### src/rtl/irq_vec_pkg.sv
package irq_vec_pkg;
  localparam int unsigned ADDR_W = 4;
  localparam int unsigned DATA_W = 32;
  localparam int unsigned BE_W   = DATA_W / 8;

  typedef enum logic [ADDR_W-1:0] {
    OFS_MASK = 4'h0,
    OFS_RAW  = 4'h4,
    OFS_MSKD = 4'h8
  } reg_ofs_e;
endpackage

### src/rtl/irq_vec_regs.sv
module irq_vec_regs
  import irq_vec_pkg::*;
#(
  parameter int unsigned NUM_SRC = 31
) (
  input  logic               clk_i,
  input  logic               rst_ni,
  input  logic               req_i,
  input  logic               we_i,
  input  logic [ADDR_W-1:0]  addr_i,
  input  logic [BE_W-1:0]    be_i,
  input  logic [DATA_W-1:0]  wdata_i,
  input  logic [NUM_SRC-1:0] raw_i,
  output logic [NUM_SRC-1:0] mask_o,
  output logic [NUM_SRC-1:0] mask_nxt_o,
  output logic [DATA_W-1:0]  rdata_o,
  output logic               err_o
);
  localparam int unsigned PAD_W = DATA_W - NUM_SRC;

  logic [NUM_SRC-1:0] mask_q;
  logic               full_be, hit_mask, mask_wr, rd_ok;
  logic [DATA_W-1:0]  rdata_d;
  logic               err_d;

  assign full_be  = &be_i;
  assign hit_mask = (addr_i == OFS_MASK);
  assign mask_wr  = req_i & we_i & full_be & hit_mask;
  assign mask_nxt_o = mask_wr ? wdata_i[NUM_SRC-1:0] : mask_q;
  assign mask_o   = mask_q;

  always_comb begin
    rdata_d = '0;
    rd_ok   = 1'b0;
    if (req_i && !we_i && full_be) begin
      unique case (addr_i)
        OFS_MASK: begin rdata_d = {{PAD_W{1'b0}}, mask_q};          rd_ok = 1'b1; end
        OFS_RAW:  begin rdata_d = {{PAD_W{1'b0}}, raw_i};           rd_ok = 1'b1; end
        OFS_MSKD: begin rdata_d = {{PAD_W{1'b0}}, raw_i & mask_q};  rd_ok = 1'b1; end
        default:  begin rdata_d = '0;                               rd_ok = 1'b0; end
      endcase
    end
    err_d = req_i & (!full_be | (we_i ? !hit_mask : !rd_ok));
  end

  always_ff @(posedge clk_i or negedge rst_ni) begin
    if (!rst_ni) begin
      mask_q  <= '0;
      rdata_o <= '0;
      err_o   <= 1'b0;
    end else begin
      mask_q  <= mask_nxt_o;
      rdata_o <= rdata_d;
      err_o   <= err_d;
    end
  end
endmodule

### src/rtl/irq_vec_enc.sv
module irq_vec_enc #(
  parameter int unsigned NUM_SRC    = 31,
  parameter int unsigned VEC_W      = 8,
  parameter logic [7:0]  VEC_SHARED = 8'h30,
  parameter logic [7:0]  VEC_FIRST  = 8'h31
) (
  input  logic [NUM_SRC-1:0] masked_i,
  output logic               req_o,
  output logic [VEC_W-1:0]   vec_o
);
  localparam int unsigned IDX_W = (NUM_SRC > 1) ? $clog2(NUM_SRC) : 1;

  logic [IDX_W-1:0] term [NUM_SRC];
  logic [IDX_W-1:0] idx;
  logic             multi;

  // Index terms: only meaningful when a single bit is set
  for (genvar g = 0; g < NUM_SRC; g++) begin : g_term
    assign term[g] = masked_i[g] ? IDX_W'(g) : '0;
  end

  always_comb begin
    idx = '0;
    for (int i = 0; i < NUM_SRC; i++) idx = idx | term[i];
  end

  assign multi = |(masked_i & (masked_i - NUM_SRC'(1)));
  assign req_o = |masked_i;

  always_comb begin
    if (!req_o)     vec_o = '0;
    else if (multi) vec_o = VEC_W'(VEC_SHARED);
    else            vec_o = VEC_W'(VEC_FIRST) + VEC_W'(idx);
  end
endmodule

### src/rtl/irq_vec_ctrl.sv
module irq_vec_ctrl
  import irq_vec_pkg::*;
#(
  parameter int unsigned NUM_SRC    = 31,
  parameter int unsigned VEC_W      = 8,
  parameter logic [7:0]  VEC_SHARED = 8'h30,
  parameter logic [7:0]  VEC_FIRST  = 8'h31
) (
  input  logic               clk_i,
  input  logic               rst_ni,
  input  logic [NUM_SRC-1:0] src_i,
  input  logic               bus_req_i,
  input  logic               bus_we_i,
  input  logic [3:0]         bus_addr_i,
  input  logic [3:0]         bus_be_i,
  input  logic [31:0]        bus_wdata_i,
  output logic [31:0]        bus_rdata_o,
  output logic               bus_err_o,
  output logic               irq_o,
  output logic [VEC_W-1:0]   irq_vec_o
);
  logic [NUM_SRC-1:0] raw_q, mask_q, mask_nxt, masked_nxt;
  logic               req_d;
  logic [VEC_W-1:0]   vec_d;

  irq_vec_regs #(.NUM_SRC(NUM_SRC)) regs_i (
    .clk_i      (clk_i),
    .rst_ni     (rst_ni),
    .req_i      (bus_req_i),
    .we_i       (bus_we_i),
    .addr_i     (bus_addr_i),
    .be_i       (bus_be_i),
    .wdata_i    (bus_wdata_i),
    .raw_i      (raw_q),
    .mask_o     (mask_q),
    .mask_nxt_o (mask_nxt),
    .rdata_o    (bus_rdata_o),
    .err_o      (bus_err_o)
  );

  // Encode from next-state values so lines, mask and outputs move together
  assign masked_nxt = src_i & mask_nxt;

  irq_vec_enc #(
    .NUM_SRC(NUM_SRC), .VEC_W(VEC_W),
    .VEC_SHARED(VEC_SHARED), .VEC_FIRST(VEC_FIRST)
  ) enc_i (
    .masked_i (masked_nxt),
    .req_o    (req_d),
    .vec_o    (vec_d)
  );

  always_ff @(posedge clk_i or negedge rst_ni) begin
    if (!rst_ni) begin
      raw_q     <= '0;
      irq_o     <= 1'b0;
      irq_vec_o <= '0;
    end else begin
      raw_q     <= src_i;
      irq_o     <= req_d;
      irq_vec_o <= vec_d;
    end
  end
endmodule

### config.mk
export PLATFORM = sky130hd
export DESIGN_NAME = irq_vec_ctrl
export DESIGN_NICKNAME = d
export VERILOG_FILES = /design/src/rtl/irq_vec_pkg.sv /design/src/rtl/irq_vec_regs.sv /design/src/rtl/irq_vec_enc.sv /design/src/rtl/irq_vec_ctrl.sv
export SDC_FILE = /design/constraint.sdc
export NUM_CORES = 1
export LEC_CHECK = 0
export ABC_AREA = 1
export BUFFER_PORTS_ARGS = -buffer_cell sky130_fd_sc_hd__buf_2
export CAP_MARGIN = 10
export CORE_MARGIN = 4
export CORE_UTILIZATION = 55
export DETAILED_ROUTE_END_ITERATION = 8
export GPL_ROUTABILITY_DRIVEN = 0
export PLACE_DENSITY = 0.8
export RECOVER_POWER = 100
export SLEW_MARGIN = 20
export SYNTH_ARGS = -nofsm -noshare
export SYNTH_HDL_FRONTEND = slang
export SYNTH_SLANG_ARGS = --single-unit
export TNS_END_PERCENT = 100
### constraint.sdc
create_clock -name clk_i -period 2.5 [get_ports clk_i]
set_clock_uncertainty 0.2 [all_clocks]
set_input_delay 0.375 -clock clk_i [delete_from_list [all_inputs] [get_ports clk_i]]
set_output_delay 0.375 -clock clk_i [all_outputs]
set_load 0.02 [all_outputs]
==> impl_metrics.csv <==
group,metric,value,unit
status,status,"finished with violations",
status,violations,"DRC, hold timing, setup timing",
global_route,grt_first_pass_wirelength,27800,um
sta,rsz0062_at_grt,"true",
clock_tree,cts.reportedPaths.clkPinSlew,0.12,ns
synthesis,synth_cells,683,
layout,drive_gt1_share,37.1,%
detailed_routing,drt_wl_total,24100,um
clock_tree,htree_levels,3,
worst_setup_path,criticalPathCategory,"in -> reg",
placed_design,pre_cts_ws,-0.437,ns
worst_setup_path,arrival,3.12,ns
synthesis,synth.ff_latch_count,102,
synthesis,avgSynthCellArea,8.01,um2
clock_tree,cts_tree,"built",
clock_tree,numClockSinks,102,
synthesis,mappedNetlistArea,5470,um2
floorplanning,die_y,108,um
sta,fmax,0.333,GHz
floorplanning,start_util,56.3,%
sta,setup_slack,-0.504,ns
detailed_routing,viasPerCell,6.35,
clock_tree,clk_latency,0.40,ns
detailed_routing,drt_iter0_markers,944,
layout,stdcell_count,1070,
detailed_routing,final_antenna_net_count,0,
min_path,hold_path_class,"in -> reg",
layout,area_growth,50.0,%
layout,multi_input_area,2760,um2
clock_tree,cts_buffers,9,
worst_setup_path,crit_path_end_kind,"flop",
global_route,grt_pass1_vias,5911,
sta,finalHoldViolCount,1,
job,cap_violations,0,
sta,fin_crit_sh,120,%
clock_tree,clock-root-buffer,"clkbuf_8",
worst_setup_path,start_kind,"input port",
placed_design,numPortBuffers,113,
synthesis,ys_seq_area_share,46.6,%
global_route,track_usage,30.4,%
placed_design,dp_hpwl,11400,um
floorplanning,row_count,36,
floorplanning,dieArea,11600,um2
power_and_ir_drop,power_density,433,nW/um2
sta,fin_crit,3.00,ns
global_route,gr-total-overflow,0,
layout,fillerInstances,492,
floorplanning,coreArea,9730,um2
floorplanning,io_pins,117,
layout,fin_nets,1007,
global_route,antenna_found_initial,1,
detailed_routing,dr.pass1.iters,9,
worst_setup_path,critPathRequiredTime,2.62,ns
synthesis,yosysWarnings,0,
floorplanning,die_width,108,um
synthesis,synth_cell_type_count,33,
detailed_routing,drc,28,
detailed_routing,wire_per_inst,22.5,um
global_route,grt_max_degree,47,
sta,slew-limit-headroom,25.8,%
detailed_routing,route.vias.total,6798,
clock_tree,cts.path.max_buffers,2,
sta,fin_hold_ws,-0.00199,ns
worst_setup_path,worstPathMaxFanout,5,
power_and_ir_drop,peakVddDrop,350,uV
placed_design,dpl.cell_count,984,
power_and_ir_drop,p_leak,0.00437,uW
sta,slew_viol_final,0,
sta,setup_viol,7,
sta,worst_pin_slew,1.11,ns
layout,regArea,2550,um2
cell usage after synthesis (all sizes together):
cell type	count	area (um2)
clkbuf	13	48.8
conb	1	3.75
nand4	31	206
nor4	3	18.8
and2	6	37.5
xor2	3	26.3
a21oi	5	25.0
nor2	62	278
o21a	22	165
nor3b	1	12.5
a2111oi	1	10.0
a311oi	1	8.76
buf	15	133
nand3	45	290
o21bai	6	45.0
o2bb2ai	30	263
inv	131	492
ha	1	12.5
nor3	1	5.00
nand2	167	657
o21ai	35	179
dfrtp	102	2550
clkinv	1	3.75
sequential cells by signal, indices dropped and copies added (netlist names):
signal	count
regs_i.rdata_o	31
regs_i.mask_o	31
raw_q	31
regs_i.err_o	1
irq_o	1
irq_vec_o	7
repair_timing:
action,4_1_cts,5_1_grt
buffers inserted,10,21
cloned,2,5
hold endpoints to repair,67,0
resized for setup,18,134
hold buffers,32,0
pin swaps,15,57
setup endpoints to repair,7,8
metal layers:
layer	routed length [um]	vias up	global-route usage (%)
li1	-	2665	-
met1	7850	3106	35.2
met2	10800	740	52.7
met3	3170	287	7.56
met4	2230	0	14.3
met5	0	-	0
placed cells by master (no fill, tap or decap), types with 11 or more instances in the layout:
| master | Yosys | final |
|---|---|---|
| nand2_1 | 159 | 124 |
| clkbuf_1 | 13 | 31 |
| nor2_1 | 52 | 24 |
| nand2_2 | 6 | 28 |
| nand4_1 | 29 | 29 |
| nand3_2 | 13 | 22 |
| nand3_4 | 0 | 11 |
| o21a_1 | 22 | 22 |
| nand2_4 | 2 | 15 |
| o21ai_0 | 34 | 34 |
| o2bb2ai_1 | 30 | 30 |
| buf_2 | 1 | 77 |
| dlygate4sd3_1 | 0 | 32 |
| nor2_4 | 4 | 18 |
| dfrtp_1 | 102 | 102 |
| nand3_1 | 32 | 12 |
| buf_6 | 6 | 11 |
| nor2_2 | 6 | 20 |
| inv_1 | 128 | 125 |
| buf_4 | 8 | 97 |
worst max-delay path, cell delays in order:
cell and delay [ns]:
buf_2 0.10, inv_2 0.06, nand2_4 0.06, nor2_4 0.14, buf_6 0.18, clkbuf_16 0.16, nand4_1 0.18, nand3_2 0.19
nand2_4 0.08, nor2_2 0.14, nand2_4 0.13, o21bai_1 0.27, o21ai_0 0.25, nor2_1 0.24, nand3_2 0.13, nor2_4 0.18
nand2_4 0.10, nor2_1 0.14
cell type report:
| cell class | count | area share (%) |
|---|---|---|
| Timing Repair Buffer | 264 | 24.4 |
| Multi-Input combinational cell | 422 | 33.6 |
| Tap cell | 133 | 2.03 |
| Inverter | 132 | 6.13 |
| Clock buffer | 9 | 1.51 |
| Clock inverter | 7 | 1.28 |
| Sequential cell | 102 | 31.1 |
| Antenna cell | 1 | 0.0305 |
final timing paths:
kind | start | cells past startpoint | end | slack [ns]
worst max register to register | regs_i.mask_o[3] | 13 | irq_vec_o[3] | -0.30
worst max-delay path | bus_addr_i[1] | 18 | irq_vec_o[3] | -0.50
worst min-delay path | bus_wdata_i[6] | 2 | regs_i.mask_o[6] | -0.002
max in group asynchronous | rst_ni | 3 | raw_q[11] | 0.67
min in group asynchronous | rst_ni | 2 | regs_i.mask_o[3] | 0.52
worst min register to register | raw_q[22] | 3 | regs_i.rdata_o[22] | 0.36
report_power, final:
group | switching [uW] | internal [uW]
Sequential | 15.2 | 1690
Clock | 657 | 580
Combinational | 370 | 240
Total | 1040 | 2510
cell families after synthesis:
kind of cell	count (synthesis)	share of synthesized area (%)
DFF	102	46.6
adders and majority gates	1	0.229
and+or+nand+nor	316	27.5
buffers and inverters	160	12.4
AOI/OAI and AO/OA	100	12.7
xor gates and xnor gates	3	0.480
other	1	0.0685
per-stage QoR:
stage               area, um2  setup TNS [ns]  hold WS [ns]  power (uW)  utilization (%)
finish                   8210           -3.03      -0.00199        3550             84.4
global route             8210           -4.95        0.0111        3630             84.4
CTS                      7480               0        0.0103        3370             76.9
detailed placement       6710           -2.96         0.191        2150             69.0
global placement         6710           -2.49         0.188        2130             69.0
floorplan                5490         -0.0340        -0.121        1930                -
(Power assumes the default switching activity.)
